## src/rtl/bkpt_seq_pkg.sv

```systemverilog
// Package: shared state encoding and bus constants for the breakpoint
// acknowledge sequencer. Assumes a 3-bit function code bus.
package bkpt_seq_pkg;

    typedef enum logic [2:0] {
        ST_IDLE        = 3'd0,
        ST_ADDR        = 3'd1,
        ST_WAIT_TERM   = 3'd2,
        ST_SECOND_BYTE = 3'd3,
        ST_DONE        = 3'd4
    } seq_state_e;

    localparam logic [2:0] FC_CPU_SPACE = 3'b111;
    localparam logic [2:0] FC_NONE      = 3'b000;

endpackage

```

## src/rtl/bkpt_req_latch.sv

```systemverilog
// Module: holds a hardware breakpoint request captured with fetch data.
// Assumes fetch_strobe marks the cycle in which fetch data is accepted;
// a flush always wins, a new capture wins over a take in the same cycle.
module bkpt_req_latch (
    input  logic clk,
    input  logic rst_n,
    input  logic hw_pin,
    input  logic fetch_strobe,
    input  logic flush,
    input  logic dbg_mode,
    input  logic take,
    output logic pending
);

    // Capture, drop or consume the pending hardware request.
    always_ff @(posedge clk) begin
        if (!rst_n) begin
            pending <= 1'b0;
        end else if (flush) begin
            pending <= 1'b0;
        end else if (fetch_strobe && hw_pin && !dbg_mode) begin
            pending <= 1'b1;
        end else if (take) begin
            pending <= 1'b0;
        end
    end

endmodule

```

## src/rtl/bkpt_byte_asm.sv

```systemverilog
// Module: assembles the replacement word. On a narrow port the first byte
// arrives on the upper lane and is kept as the high half; the word is
// completed combinationally from the upper lane of the second read.
// Assumes DATA_W is even.
module bkpt_byte_asm #(
    parameter int DATA_W = 16
) (
    input  logic              clk,
    input  logic              rst_n,
    input  logic              cap_hi,
    input  logic              narrow,
    input  logic [DATA_W-1:0] data,
    output logic [DATA_W-1:0] word
);

    localparam int LANE_W = DATA_W / 2;

    logic [LANE_W-1:0] hi_q;

    // Keep the first narrow byte.
    always_ff @(posedge clk) begin
        if (!rst_n) begin
            hi_q <= '0;
        end else if (cap_hi) begin
            hi_q <= data[DATA_W-1 -: LANE_W];
        end
    end

    // Select the full bus word or the joined bytes.
    always_comb begin
        if (narrow) begin
            word = {hi_q, data[DATA_W-1 -: LANE_W]};
        end else begin
            word = data;
        end
    end

endmodule

```

## src/rtl/bkpt_addr_fmt.sv

```systemverilog
// Module: forms the acknowledge address from the breakpoint number, the
// source bit and the byte select, with the CPU-space type in the top bits.
// Assumes ADDR_W >= TYPE_W + NUM_W + 2.
module bkpt_addr_fmt #(
    parameter int ADDR_W = 20,
    parameter int NUM_W  = 3,
    parameter int TYPE_W = 4
) (
    input  logic [NUM_W-1:0]  num,
    input  logic              src_hw,
    input  logic              byte_sel,
    output logic [ADDR_W-1:0] addr
);

    localparam int LOW_W = NUM_W + 2;
    localparam int PAD_W = ADDR_W - LOW_W - TYPE_W;
    localparam logic [TYPE_W-1:0] TYPE_BKPT = '0;

    // Insert zero padding only when the address is wider than its fields.
    generate
        if (PAD_W > 0) begin : g_pad
            assign addr = {TYPE_BKPT, {PAD_W{1'b0}}, num, src_hw, byte_sel};
        end else begin : g_nopad
            assign addr = {TYPE_BKPT, num, src_hw, byte_sel};
        end
    endgenerate

endmodule

```

## src/rtl/bkpt_seq_fsm.sv

```systemverilog
// Module: the acknowledge cycle state machine. Starts a software or a
// hardware cycle, waits for termination, splits narrow software reads
// into two bytes and raises one registered outcome pulse per cycle.
// Assumes terminations are only meaningful in the wait state.
module bkpt_seq_fsm
    import bkpt_seq_pkg::*;
#(
    parameter int NUM_W  = 3,
    parameter int DATA_W = 16
) (
    input  logic              clk,
    input  logic              rst_n,
    input  logic              sw_go,
    input  logic [NUM_W-1:0]  sw_num,
    input  logic              hw_pend,
    input  logic              flush,
    input  logic              dbg_mode,
    input  logic              dsack,
    input  logic              berr,
    input  logic              narrow,
    input  logic [DATA_W-1:0] asm_word,
    output logic              hw_take,
    output logic              cap_hi,
    output logic              strobe,
    output logic [NUM_W-1:0]  num_q,
    output logic              src_hw_q,
    output logic              byte_q,
    output logic              ready,
    output logic              insn_valid,
    output logic [DATA_W-1:0] insn_word,
    output logic              resume,
    output logic              ill_exc,
    output logic              hw_exc
);

    seq_state_e state, nxt;
    logic start_sw, start_hw, term_err, term_ok, first_half;

    // Decode starts and terminations of the current cycle.
    always_comb begin
        start_sw   = (state == ST_IDLE) && sw_go;
        start_hw   = (state == ST_IDLE) && !sw_go && hw_pend && !flush && !dbg_mode;
        term_err   = (state == ST_WAIT_TERM) && berr;
        term_ok    = (state == ST_WAIT_TERM) && dsack && !berr;
        first_half = term_ok && !src_hw_q && narrow && !byte_q;
        hw_take    = start_hw;
        cap_hi     = first_half;
    end

    // Next-state selection.
    always_comb begin
        nxt = state;
        unique case (state)
            ST_IDLE:        if (start_sw || start_hw) nxt = ST_ADDR;
            ST_ADDR:        nxt = ST_WAIT_TERM;
            ST_WAIT_TERM: begin
                if (first_half)           nxt = ST_SECOND_BYTE;
                else if (term_err || term_ok) nxt = ST_DONE;
            end
            ST_SECOND_BYTE: nxt = ST_WAIT_TERM;
            ST_DONE:        nxt = ST_IDLE;
            default:        nxt = ST_IDLE;
        endcase
    end

    // State register and registered bus strobe.
    always_ff @(posedge clk) begin
        if (!rst_n) begin
            state  <= ST_IDLE;
            strobe <= 1'b0;
        end else begin
            state  <= nxt;
            strobe <= (nxt == ST_ADDR) || (nxt == ST_WAIT_TERM);
        end
    end

    // Address fields: loaded at start, byte select advanced after byte one.
    always_ff @(posedge clk) begin
        if (!rst_n) begin
            num_q    <= '0;
            src_hw_q <= 1'b0;
            byte_q   <= 1'b0;
        end else if (start_sw) begin
            num_q    <= sw_num;
            src_hw_q <= 1'b0;
            byte_q   <= 1'b0;
        end else if (start_hw) begin
            num_q    <= '1;
            src_hw_q <= 1'b1;
            byte_q   <= 1'b0;
        end else if (first_half) begin
            byte_q   <= 1'b1;
        end
    end

    // Outcome pulses, one per acknowledge cycle.
    always_ff @(posedge clk) begin
        if (!rst_n) begin
            insn_valid <= 1'b0;
            resume     <= 1'b0;
            ill_exc    <= 1'b0;
            hw_exc     <= 1'b0;
        end else begin
            insn_valid <= term_ok && !src_hw_q && !first_half;
            resume     <= term_ok && src_hw_q;
            ill_exc    <= term_err && !src_hw_q;
            hw_exc     <= term_err && src_hw_q;
        end
    end

    // Replacement word register.
    always_ff @(posedge clk) begin
        if (!rst_n) begin
            insn_word <= '0;
        end else if (term_ok && !src_hw_q && !first_half) begin
            insn_word <= asm_word;
        end
    end

    assign ready = (state == ST_IDLE);

endmodule

```

## src/rtl/bkpt_ack_seq.sv

```systemverilog
// Module: top of the breakpoint acknowledge sequencer. Wires the request
// latch, the state machine, the byte assembler and the address former.
// Assumes all inputs are synchronous to clk.
module bkpt_ack_seq
    import bkpt_seq_pkg::*;
#(
    parameter int ADDR_W = 20,
    parameter int DATA_W = 16,
    parameter int NUM_W  = 3,
    parameter int TYPE_W = 4
) (
    input  logic              clk,
    input  logic              rst_n,
    input  logic              sw_bkpt_go,
    input  logic [NUM_W-1:0]  sw_bkpt_num,
    input  logic              hw_bkpt_pin,
    input  logic              fetch_latch,
    input  logic              pipe_flush,
    input  logic              dbg_mode_en,
    input  logic              port_narrow,
    input  logic [DATA_W-1:0] bus_data,
    input  logic              bus_dsack,
    input  logic              bus_berr,
    output logic              bus_strobe,
    output logic [2:0]        bus_fc,
    output logic [ADDR_W-1:0] bus_addr,
    output logic              seq_ready,
    output logic              insn_valid,
    output logic [DATA_W-1:0] insn_word,
    output logic              resume_next,
    output logic              illegal_exc,
    output logic              hwbp_exc
);

    logic              hw_pend, hw_take, cap_hi;
    logic [NUM_W-1:0]  num_q;
    logic              src_hw_q, byte_q;
    logic [DATA_W-1:0] asm_word;

    bkpt_req_latch u_req (
        .clk          (clk),
        .rst_n        (rst_n),
        .hw_pin       (hw_bkpt_pin),
        .fetch_strobe (fetch_latch),
        .flush        (pipe_flush),
        .dbg_mode     (dbg_mode_en),
        .take         (hw_take),
        .pending      (hw_pend)
    );

    bkpt_byte_asm #(.DATA_W(DATA_W)) u_asm (
        .clk    (clk),
        .rst_n  (rst_n),
        .cap_hi (cap_hi),
        .narrow (port_narrow),
        .data   (bus_data),
        .word   (asm_word)
    );

    bkpt_seq_fsm #(.NUM_W(NUM_W), .DATA_W(DATA_W)) u_fsm (
        .clk        (clk),
        .rst_n      (rst_n),
        .sw_go      (sw_bkpt_go),
        .sw_num     (sw_bkpt_num),
        .hw_pend    (hw_pend),
        .flush      (pipe_flush),
        .dbg_mode   (dbg_mode_en),
        .dsack      (bus_dsack),
        .berr       (bus_berr),
        .narrow     (port_narrow),
        .asm_word   (asm_word),
        .hw_take    (hw_take),
        .cap_hi     (cap_hi),
        .strobe     (bus_strobe),
        .num_q      (num_q),
        .src_hw_q   (src_hw_q),
        .byte_q     (byte_q),
        .ready      (seq_ready),
        .insn_valid (insn_valid),
        .insn_word  (insn_word),
        .resume     (resume_next),
        .ill_exc    (illegal_exc),
        .hw_exc     (hwbp_exc)
    );

    bkpt_addr_fmt #(.ADDR_W(ADDR_W), .NUM_W(NUM_W), .TYPE_W(TYPE_W)) u_addr (
        .num      (num_q),
        .src_hw   (src_hw_q),
        .byte_sel (byte_q),
        .addr     (bus_addr)
    );

    // Function code marks CPU space only while a cycle is on the bus.
    assign bus_fc = bus_strobe ? FC_CPU_SPACE : FC_NONE;

endmodule

```

## config.mk

```make
export PLATFORM = sky130hd
export DESIGN_NAME = bkpt_ack_seq
export DESIGN_NICKNAME = d
export VERILOG_FILES = /design/src/rtl/bkpt_seq_pkg.sv /design/src/rtl/bkpt_req_latch.sv /design/src/rtl/bkpt_byte_asm.sv /design/src/rtl/bkpt_addr_fmt.sv /design/src/rtl/bkpt_seq_fsm.sv /design/src/rtl/bkpt_ack_seq.sv
export SDC_FILE = /design/constraint.sdc
export NUM_CORES = 1
export LEC_CHECK = 0
export BUFFER_PORTS_ARGS = -buffer_cell sky130_fd_sc_hd__clkbuf_2
export CAP_MARGIN = 5
export CORE_UTILIZATION = 48
export DETAILED_ROUTE_END_ITERATION = 6
export PLACE_DENSITY = 0.79
export SLEW_MARGIN = 20
export SYNTH_ARGS = -nofsm -noshare
export SYNTH_HDL_FRONTEND = slang
export SYNTH_HIERARCHICAL = 1
export SYNTH_SLANG_ARGS = --single-unit
```

## constraint.sdc

```tcl
create_clock -name clk -period 1.7 [get_ports clk]
set_input_delay 0.085 -clock clk [delete_from_list [all_inputs] [get_ports clk]]
set_output_delay 0.085 -clock clk [all_outputs]
set_load 0.03 [all_outputs]
```

Yosys cells after proc, flatten, opt, wreduce, memory -nomap -nowiden --
Cells that the tools add are included.
Cells by class: equality and inequality tests 5, multiplexer cells 10, bitwise operators 1, reduce and logical (&&, ||, !) cells 34
Operators with widths (count):
- 2-to-1 mux 3 bit | 6
- logical AND 1 bit | 17
- 2-to-1 mux 16 bit | 1
- equality test 3 x 2 -> 1 bit, second input constant | 3
- case mux 3 bit (3 select lines) | 1
- zero test 1 bit | 7
- equality test 3 x 1 -> 1 bit, second input constant | 2
- OR reduction 2 bit | 3
- nonzero test 2 bit | 2
- zero test 3 bit | 1
- logical OR 1 bit | 3
- OR reduction 3 bit | 1
- 2-to-1 mux 1 bit | 2
- NOT 1 bit | 1
Storage, ports and cells: register bits after elaboration 38, output and inout port bits 45, logic and storage cells 62

Depth between registers and ports, before layout --
Gate-level depths: netlist of run 1.
depth in word-level cells 10, depth in mapped cells 5, depth with buffers taken out 4

By module --
Netlist of run 1, hierarchy kept.
Modules (own cells, without submodules):
- bkpt_seq_fsm | instances 1, cells an instance 117, area each 1166.1 um^2
- bkpt_byte_asm | instances 1, cells an instance 43, area each 546.8 um^2
- bkpt_addr_fmt | instances 1, cells an instance 21, area each 153.9 um^2
- bkpt_req_latch | instances 1, cells an instance 5, area each 45.0 um^2
- bkpt_ack_seq | instances 1, cells an instance 3, area each 22.5 um^2

Worst setup path before layout of run 1 --
No wires, ideal clock.
path kind register -> register, start point register u_fsm.state[0], end point register u_req.pending, setup time 0.116 ns, data arrival time 1.583 ns, required time 1.584 ns, path slack 0.001 ns, stages on the path, launching flop included 5, clock period less this slack 1.699 ns, path through dfxtp_1 nor3_1 and3b_1 nand2b_1 a21oi_1
On the way: cells in the longest elaborated chain, start to end 6
RTL lines:
- start, declared | line bkpt_seq_fsm.sv:36 | seq_state_e state, nxt;
- start signal, assigned | line bkpt_seq_fsm.sv:72 | state <= nxt;
- zero test 3 bit
- net seq_ready | line bkpt_ack_seq.sv:27 | output logic seq_ready,
- logical AND 1 bit (4 in a row) | line bkpt_seq_fsm.sv:42 | start_hw = (state == ST_IDLE) && !sw_go && hw_pend && !flush && !dbg_mode;
- net hw_take | line bkpt_ack_seq.sv:35 | logic hw_pend, hw_take, cap_hi;
- nonzero test 2 bit (no line)
- end signal, assigned | line bkpt_req_latch.sv:20 | pending <= 1'b0;
- end signal, assigned | line bkpt_req_latch.sv:22 | pending <= 1'b1;
- end signal, assigned | line bkpt_req_latch.sv:24 | pending <= 1'b0;
- end, declared | line bkpt_req_latch.sv:12 | output logic pending
The timed path passes the listed nets, and every way through them passes these cells. A chain may end at the register's enable or synchronous reset.

Final worst setup path of run 1 --
start point register u_fsm.src_hw_q, end point register u_asm.hi_q[5]
On the way: cells in the longest elaborated chain, start to end 4
RTL lines:
- start, declared | line bkpt_seq_fsm.sv:26 | output logic src_hw_q,
- start signal, assigned | line bkpt_seq_fsm.sv:81 | src_hw_q <= 1'b0;
- start signal, assigned | line bkpt_seq_fsm.sv:85 | src_hw_q <= 1'b0;
- start signal, assigned | line bkpt_seq_fsm.sv:89 | src_hw_q <= 1'b1;
- zero test 1 bit | line bkpt_seq_fsm.sv:45 | first_half = term_ok && !src_hw_q && narrow && !byte_q;
- logical AND 1 bit (3 in a row) | line bkpt_seq_fsm.sv:45
- net cap_hi | line bkpt_ack_seq.sv:35
- end signal, assigned | line bkpt_byte_asm.sv:25 | hi_q <= data[DATA_W-1 -: LANE_W];
- end, declared | line bkpt_byte_asm.sv:18 | logic [LANE_W-1:0] hi_q;
The timed path passes the listed nets, and every way through them passes these cells.

==> metrics, run 1 <==
outcome=finished, final reports clean; vias per std cell=between 4 and 5; CTS H-tree lvls=2; Slew Limit Fails=0; Die Y=~65 µm; Fin Setup TNS=0 ns; Post-Place Cells=about 280; Post-Synthesis Cells=about 190; Buffers on Ports=58; die area=0.00429 mm²; vias in the first global route=approximately 1300; GRT met1 Usage=approximately 20%; Layout Nets=270; GPL Wtd Cong=approximately 0.8; total CTS buffers=5; CTS tree=yes; worst hold slack=between 0.04 and 0.05 ns; critical path arrival=about 1.7 ns; largest net degree at the start of global routing=29; setup slack at placement=0.206 ns; maxcap violations=0; # diodes=0; DRC Markers=0; Die X-Extent=65.5 µm; Critical-path top delay cell=dfxtp_1; VDD IR max=roughly 0.00052 V; clock sinks=38; Antenna Nets Post-Route=0; RSZ-0062 raised after global routing=no; first-pass GRT wire length=approximately 5600 µm; post-CTS setup buffers=0; power consumption=1.80 mW; share of cells above drive strength 1=a little under two fifths; WS Path Type=reg -> reg; pwr/cell area=roughly 800 mW/mm²; Seq/Total Area, Yosys=between 30% and 40%; routed vias=around 1400; clock transition at the registers of the reported paths=around 0.070 ns; final worst slack=around 0.21 ns; Crit path largest cell delay=~0.38 ns; Hold Vio Cnt, Final=0; io pins=74; commonest non-fill, non-tap cell in the layout=clkbuf_2; CTS Root Cell=clkbuf_8; Max Fanout on Critical Path=9; Seq cells post-synth=38; HPWL after DPL=2630 µm; GRT Overall Usage=around 18%; critical-path cell list=nor4b_4 -> and3b_1 -> buf_4 -> mux2i_1 -> nor2b_1; Initial Utilization=between 50% and 60%; Top Usage Layer GRT=met2; Cell Area, Synth=0.00193 mm²; post-CTS sizing=0; Core Area=roughly 0.0038 mm²; Max Clock Skew=about 0.0027 ns; met2 GRT Util=29.6%; # rows=22; Setup crit end kind=flop; Setup Viol. Count Final=0; DRT Pass-1 Iters=4; Achievable Freq=671 MHz; Hold Crit Class=in -> reg; synth unique cells=31; Avg Synthesized Cell Area=approximately 10 µm²; fin cells=288; critical path startpoint category=flop; worst-skew pair later-pin latency=0.29 ns; Hold Buf Count CTS=0; mean routed wirelength per cell=between 10 and 15 µm; antenna violations before repair=0; final period utilization=approximately 88%; Congestion Overflow GR=0; R2R Setup Slk=0.21 ns; Global Route met3 Usage=under 10%; Max clock buf depth=2; commonest cells after routing, fill and taps aside=58 x clkbuf_2, 38 x dfxtp_1, 34 x nand2_1; Data required, critical path=between 1.5 and 2 ns; Pleak=a little under 1 nW; Iteration-0 DRC Markers=55; drt total wl=3500 µm; Area Overhead vs Synth=13.7%; Syn. warnings=6; Final Critical Period=1.49 ns
==> worst max-delay path: cells and delay by family, from the launching register on <==
family / cells / cell delay, ns
buffers and inverters: 1 / 0.20
and+or+nand+nor: 3 / 0.58
DFF: 1 / 0.38
muxes: 1 / 0.21
==> metal layers <==
| metal | vias to the layer above | wire length, µm |
|---|---|---|
| li1 | 704 | - |
| met1 | 649 | 1540 |
| met2 | 43 | 1710 |
| met3 | 9 | 155 |
| met4 | 0 | 87 |
| met5 | - | 0 |
==> worst paths after layout <==
| check | from | endpoint | cells after the start |
|---|---|---|---|
| worst max-delay path | u_fsm/src_hw_q | u_asm/hi_q[5] | 5 |
| worst min-delay path | hw_bkpt_pin | u_req/pending | 3 |
| worst max register to register | u_fsm/src_hw_q | u_asm/hi_q[5] | 5 |
| worst min register to register | u_fsm/insn_word[6] | u_fsm/insn_word[6] | 2 |
==> cells by family (layout without fill, tap and decap cells) <==
family / count (synthesis) / after routing / share of synthesized area [%]
buffers and inverters: 33 / 70 / 13.5
muxes: 40 / 40 / 23.7
DFF: 38 / 38 / 39.3
AOI/OAI and AO/OA: 14 / 14 / 5.63
and+or+nand+nor: 63 / 63 / 17.7
other: 1 / 15 / 0.194
==> layout make-up <==
type / count / area (µm²)
fillers: 338 / 1570
inverters: 1 / 3.75
flip-flops and latches: 38 / 761
clock buffers: 6 / 82.6
repair buffers: 63 / 328
well taps: 48 / 60.1
multi-input cells: 132 / 965
==> per-stage QoR <==
stage                     area [µm²]  utilization [%]
final                           2200             58.3
after global routing            2200             58.3
after CTS                       2200             58.3
after detailed placement        2120             56.1
after global placement          2120             56.1
after floorplan                 1990                -
==> synthesized netlist by cell type (all sizes together) <==
library cell  instances  share of area [%]
a21oi                 3               0.78
nor3b                 1               0.39
o41ai                 1               0.45
nor2b                 9                2.9
nor3                  2               0.52
nor4b                 1                1.2
or4b                  1               0.52
o221a                 3                1.7
and2                  1               0.32
nand2                34                6.6
nor2                  2               0.39
o21ai                 1               0.26
conb                  1               0.19
and3                  2               0.65
nand2b                4                1.3
o21ba                 1               0.52
and3b                 2               0.91
clkbuf                4               0.78
dfxtp                38                 39
inv                   1               0.19
mux2i                24                 12
and4bb                1               0.65
mux2                 16                 11
and4b                 1               0.52
o21a                  4                1.6
a31oi                 1               0.32
nand3b                2               0.78
buf                  28                 13
==> state kept, by name (all words and copies together) (netlist names) <==
signal            cells
u_fsm/resume          1
u_fsm/hw_exc          1
u_fsm/state           3
u_fsm/strobe          1
u_fsm/src_hw_q        1
u_asm/hi_q            8
u_req/pending         1
u_fsm/ill_exc         1
u_fsm/byte_q          1
u_fsm/insn_word      16
u_fsm/num_q           3
u_fsm/insn_valid      1
==> where the power goes <==
part / switching (mW) / internal, mW / total [mW]
Combinational: 0.174 / 0.111 / 0.285
Clock: 0.284 / 0.312 / 0.596
Sequential: 0.0147 / 0.908 / 0.923
Total: 0.472 / 1.33 / 1.80
Power figures use the tool's default switching activity.
==> run 2: changes to the inputs <==
--- a/config.mk
+++ b/config.mk
@@ -5,11 +5,10 @@
 export SDC_FILE = /design/constraint.sdc
 export NUM_CORES = 1
 export LEC_CHECK = 0
-export BUFFER_PORTS_ARGS = -buffer_cell sky130_fd_sc_hd__clkbuf_2
-export CAP_MARGIN = 5
-export CORE_UTILIZATION = 48
+export CORE_UTILIZATION = 60
 export DETAILED_ROUTE_END_ITERATION = 6
-export PLACE_DENSITY = 0.79
+export DONT_BUFFER_PORTS = 1
+export PLACE_DENSITY = 0.76
 export SLEW_MARGIN = 20
 export SYNTH_ARGS = -nofsm -noshare
 export SYNTH_HDL_FRONTEND = slang
==> metrics, run 2 (synthesized netlist as in run 1, its figures left out) <==
Slew Limit Fails=0; combinational share of power=roughly 15%; Area Overhead vs Synth=9.12%; Congestion Overflow GR=0; post-CTS setup buffers=0; Setup Viol. Count Final=0; VDD IR max=~0.00054 V; largest net degree at the start of global routing=49; final worst slack=0.0833 ns; GRT Overall Usage=22.0%; CTS Root Cell=clkbuf_4; Fillers=around 280; # diodes=0; RSZ-0062 raised after global routing=no; pwr/cell area=780 mW/mm²; CTS tree=yes; Crit Reg-Reg Endpoint=u_fsm/state[1]; Layout Nets=between 200 and 250; clock transition at the registers of the reported paths=0.10 ns; critical path arrival=~1.9 ns; R2R Setup Slk=0.08 ns; drt total wl=about 3500 µm; sw frac=between 20% and 30%; Sequential Power Share=57.2%; DRC Markers=0; worst-skew pair later-pin latency=0.34 ns; met3 WL=between 200 and 300 µm; vias in the first global route=between 1000 and 1500; WS Path Type=reg -> reg; io pins=between 70 and 80; CTS H-tree lvls=2; first-pass GRT wire length=about 5600 µm; clock network fraction of total power=27.7%; share of cells above drive strength 1=17.7%; Fin Setup TNS=0 ns; Buffers on Ports=0; Hold Vio Cnt, Final=0; Routed met1 length=1410 µm; Iteration-0 DRC Markers=70; worst r2r src=u_fsm/src_hw_q; routed vias=between 1000 and 1500; total CTS buffers=5; critical path startpoint category=flop; Max Clock Skew=approximately 0.0059 ns; Max clock buf depth=2; Pleak=0.827 nW; final period utilization=a little over nine tenths; P_sw=about 440 µW; antenna violations before repair=0; Achievable Freq=~600 MHz; Die X-Extent=just under 60 µm; max FFs per register=16; Worst Reg-to-Reg Cells=4; vias per std cell=5.25; hold path start=bus_berr; Core Area=0.00305 mm²; top flop regs=u_fsm/insn_word x16, u_asm/hi_q x8; setup slack at placement=about 0.25 ns; outcome=finished, final reports clean; P_int=between 1 and 1.5 mW; Antenna Nets Post-Route=0; mean routed wirelength per cell=around 14 µm; Final Critical Period=1.62 ns; GPL Wtd Cong=between 0.7 and 0.8; DRT Pass-1 Iters=4; Worst Hold Depth=3; maxcap violations=0; Initial Utilization=between 60% and 70%; WL met2=roughly 1800 µm; Setup crit end kind=flop; # rows=20; Max Fanout on Critical Path=6; HPWL after DPL=approximately 2300 µm; Hold Crit Class=in -> reg; commonest cells after routing, fill and taps aside=38 x dfxtp_1, 34 x nand2_1, 24 x mux2i_1; Die Y=58.8 µm; die area=between 0.003 and 0.004 mm²; Data required, critical path=about 2 ns; Top Metal Used=met4; Reg with most FFs=u_fsm/insn_word; worst hold endpoint=u_fsm/strobe; clock sinks=38; commonest non-fill, non-tap cell in the layout=dfxtp_1
run 2: cell count changes in the layout (fill, tap and decap cells not counted):
cell	delta
buf_12	+2
o41ai_1	-1
clkbuf_2	-58
clkbuf_8	-5
clkbuf_4	+5
dlygate4sd3_1	+19
o41ai_2	+1
run 2: worst max-delay path, stage by stage, from the launching register on:
cell and delay [ns]:
dfxtp_1 0.35, buf_4 0.19, o21a_1 0.22, o41ai_2 0.21, dlygate4sd3_1 0.59
run 2: power by group through the flow:
stage | registers [mW] | logic (mW) | clock network [mW]
after CTS | 0.942 | 0.245 | 0.474
after detailed placement | 0.962 | 0.188 | 0
after floorplan | 0.949 | 0.249 | 0
after global placement | 0.961 | 0.186 | 0
final | 0.942 | 0.248 | 0.457
after global routing | 0.945 | 0.265 | 0.517
run 2: worst max-delay path by stage:
stage | from | endpoint | slack, ns
2_1_floorplan | u_fsm/state[0] | u_req/pending | 0.0008
6_report | u_fsm/src_hw_q | u_fsm/state[1] | 0.08
5_1_grt | u_fsm/src_hw_q | u_fsm/state[1] | 0.05
3_3_place_gp | u_fsm/state[0] | u_asm/hi_q[7] | 0.34
3_5_place_dp | u_fsm/state[0] | u_asm/hi_q[3] | 0.25
4_1_cts | u_fsm/src_hw_q | u_fsm/state[1] | 0.1
run 2: stage by stage:
step                hold slack [ns]  std cells  power [mW]  utilization (%)  instance area, µm²
CTS                         0.00149        247        1.66             68.9                2100
detailed placement            0.195        221        1.15             60.3                1840
finish                       0.0191        247        1.65             69.1                2110
global route                 0.0409        247        1.73             69.1                2110
floorplan                     0.186        203        1.20                -                1990
global placement              0.189        221        1.15             60.3                1840
run 2: cell type report:
cell class / instances / area, µm² / share of cell area [%]
Inverter: 1 / 3.75 / 0.178
Clock buffer: 6 / 51.3 / 2.43
Timing Repair Buffer: 26 / 268 / 12.7
Multi-Input combinational cell: 132 / 972 / 46.1
Sequential cell: 38 / 761 / 36.0
Tap cell: 44 / 55.1 / 2.61
run 2: routing by layer:
layer	vias to the layer above	global-route usage [%]
li1	632	-
met1	608	24.2
met2	51	37.5
met3	5	8.35
met4	0	9.52
met5	-	0
run 2: timing repair:
action,4_1_cts,5_1_grt
resized for setup,0,1
setup endpoints to repair,0,1
hold buffers,20,0
hold endpoints to repair,38,0
==> run 3: changes to the inputs <==
--- a/config.mk
+++ b/config.mk
@@ -6,6 +6,7 @@
 export NUM_CORES = 1
 export LEC_CHECK = 0
 export CORE_UTILIZATION = 60
+export CTS_CLUSTER_DIAMETER = 40
 export DETAILED_ROUTE_END_ITERATION = 6
 export DONT_BUFFER_PORTS = 1
 export PLACE_DENSITY = 0.76
==> constraint.sdc (replaced) <==
create_clock -name clk -period 1.7 [get_ports clk]
set_input_delay 0.34 -clock clk [delete_from_list [all_inputs] [get_ports clk]]
set_output_delay 0.34 -clock clk [all_outputs]
set_load 0.03 [all_outputs]
==> metrics, run 3 (synthesized netlist as in run 1, its figures left out) <==
outcome=finished, final reports clean; Util after Layout=between 60% and 70%; top flop regs=u_fsm/insn_word x16, u_asm/hi_q x8; critical path startpoint category=flop; Initial Utilization=63.4%; Final Critical Period=approximately 1.5 ns; CTS tree=yes; power consumption=roughly 1.6 mW; Fin Setup TNS=0 ns; CTS Root Cell=clkbuf_4; CTS H-tree lvls=2; Core Area=slightly above 0.003 mm²; Antenna Nets Post-Route=0; Iteration-0 DRC Markers=73; RSZ-0062 raised after global routing=no; largest net degree at the start of global routing=just over 50; Slew Limit Fails=0; first-pass GRT wire length=5040 µm; drt total wl=about 3200 µm; die area=around 0.0035 mm²; DRT Pass-1 Iters=4; commonest cells after routing, fill and taps aside=38 x dfxtp_1, 34 x nand2_1, 24 x mux2i_1; GPL Wtd Cong=between 0.7 and 0.8; vias per std cell=5.26; clock sinks=38; Buffers on Ports=0; critical path arrival=between 1 and 1.5 ns; vias in the first global route=1171; Achievable Freq=661 MHz; Die Y=58.8 µm; Pleak=about 0.73 nW; commonest non-fill, non-tap cell in the layout=dfxtp_1; Setup crit end kind=output pin; Layout Nets=~210; routed vias=between 1000 and 1500; pwr/cell area=around 830 mW/mm²; worst-skew pair later-pin latency=between 0.3 and 0.4 ns; # diodes=0; total CTS buffers=5; Congestion Overflow GR=0; final period utilization=89.0%; Max Clock Skew=0.00972 ns; io pins=74; worst hold slack=slightly above 0.1 ns; Die X-Extent=around 59 µm; Hold Vio Cnt, Final=0; max FFs per register=16; Fillers=300; Reg with most FFs=u_fsm/insn_word; post-CTS setup buffers=0; antenna violations before repair=0; DRC Markers=0; share of cells above drive strength 1=19.1%; maxcap violations=0; Area Overhead vs Synth=-1.88%; GRT Overall Usage=just under 20%; Max Fanout on Critical Path=6; Hold Crit Class=in -> reg; post-CTS sizing=0; Max clock buf depth=2; Data required, critical path=1.36 ns; # rows=20; clock transition at the registers of the reported paths=~0.090 ns; WS Path Type=reg -> out; Hold Buf Count CTS=0; mean routed wirelength per cell=13.9 µm; HPWL after DPL=2290 µm; VDD IR max=0.000535 V; Setup Viol. Count Final=0
run 3: cell count changes in the layout (fill, tap and decap cells not counted), sizes merged:
cell / change
buf: -1
dlygate4sd3: -19
run 3: final cells by class:
cell class	instances	area, µm²	area share [%]
clock buffer	6	51.3	2.70
inverter	1	3.75	0.198
multi-input combinational	132	970	51.1
sequential	38	761	40.1
tap	44	55.1	2.90
timing repair buffer	6	57.6	3.03
run 3: final timing paths:
check	startpoint	to	slack, ns	cells after the start
hold reg to reg	u_req/pending	u_req/pending	0.47	2
setup reg to reg	u_fsm/state[0]	u_asm/hi_q[3]	0.23	5
setup / recovery	u_fsm/state[0]	seq_ready	0.19	2
hold / removal	bus_berr	u_fsm/state[1]	0.10	1
run 3: through the flow:
stage               std cells  worst slack, ns  area, µm²
global placement          221            0.340       1840
detailed placement        221            0.246       1840
CTS                       227           0.0754       1890
global route              227           0.0812       1900
floorplan                 203         0.000777       1990
finish                    227            0.187       1900
run 3: layer usage:
layer | share of wire [%] | global-route usage, % | up-vias
li1 | - | - | 594
met1 | 40 | 20.4 | 552
met2 | 50 | 34.6 | 43
met3 | 7.3 | 8.57 | 5
met4 | 1.8 | 9.18 | 0
met5 | 0 | 0 | -
run 3: power by group:
part / internal [mW] / leakage [nW] / switching, mW
logic: 0.0811 / 0.396 / 0.108
registers: 0.908 / 0.308 / 0.0346
clock network: 0.186 / 0.0302 / 0.262
total: 1.18 / 0.734 / 0.404
run 3: critical path, stage by stage (launching register included):
cell and delay (ns):
dfxtp_1 0.39, nor3_2 0.26, buf_4 0.20
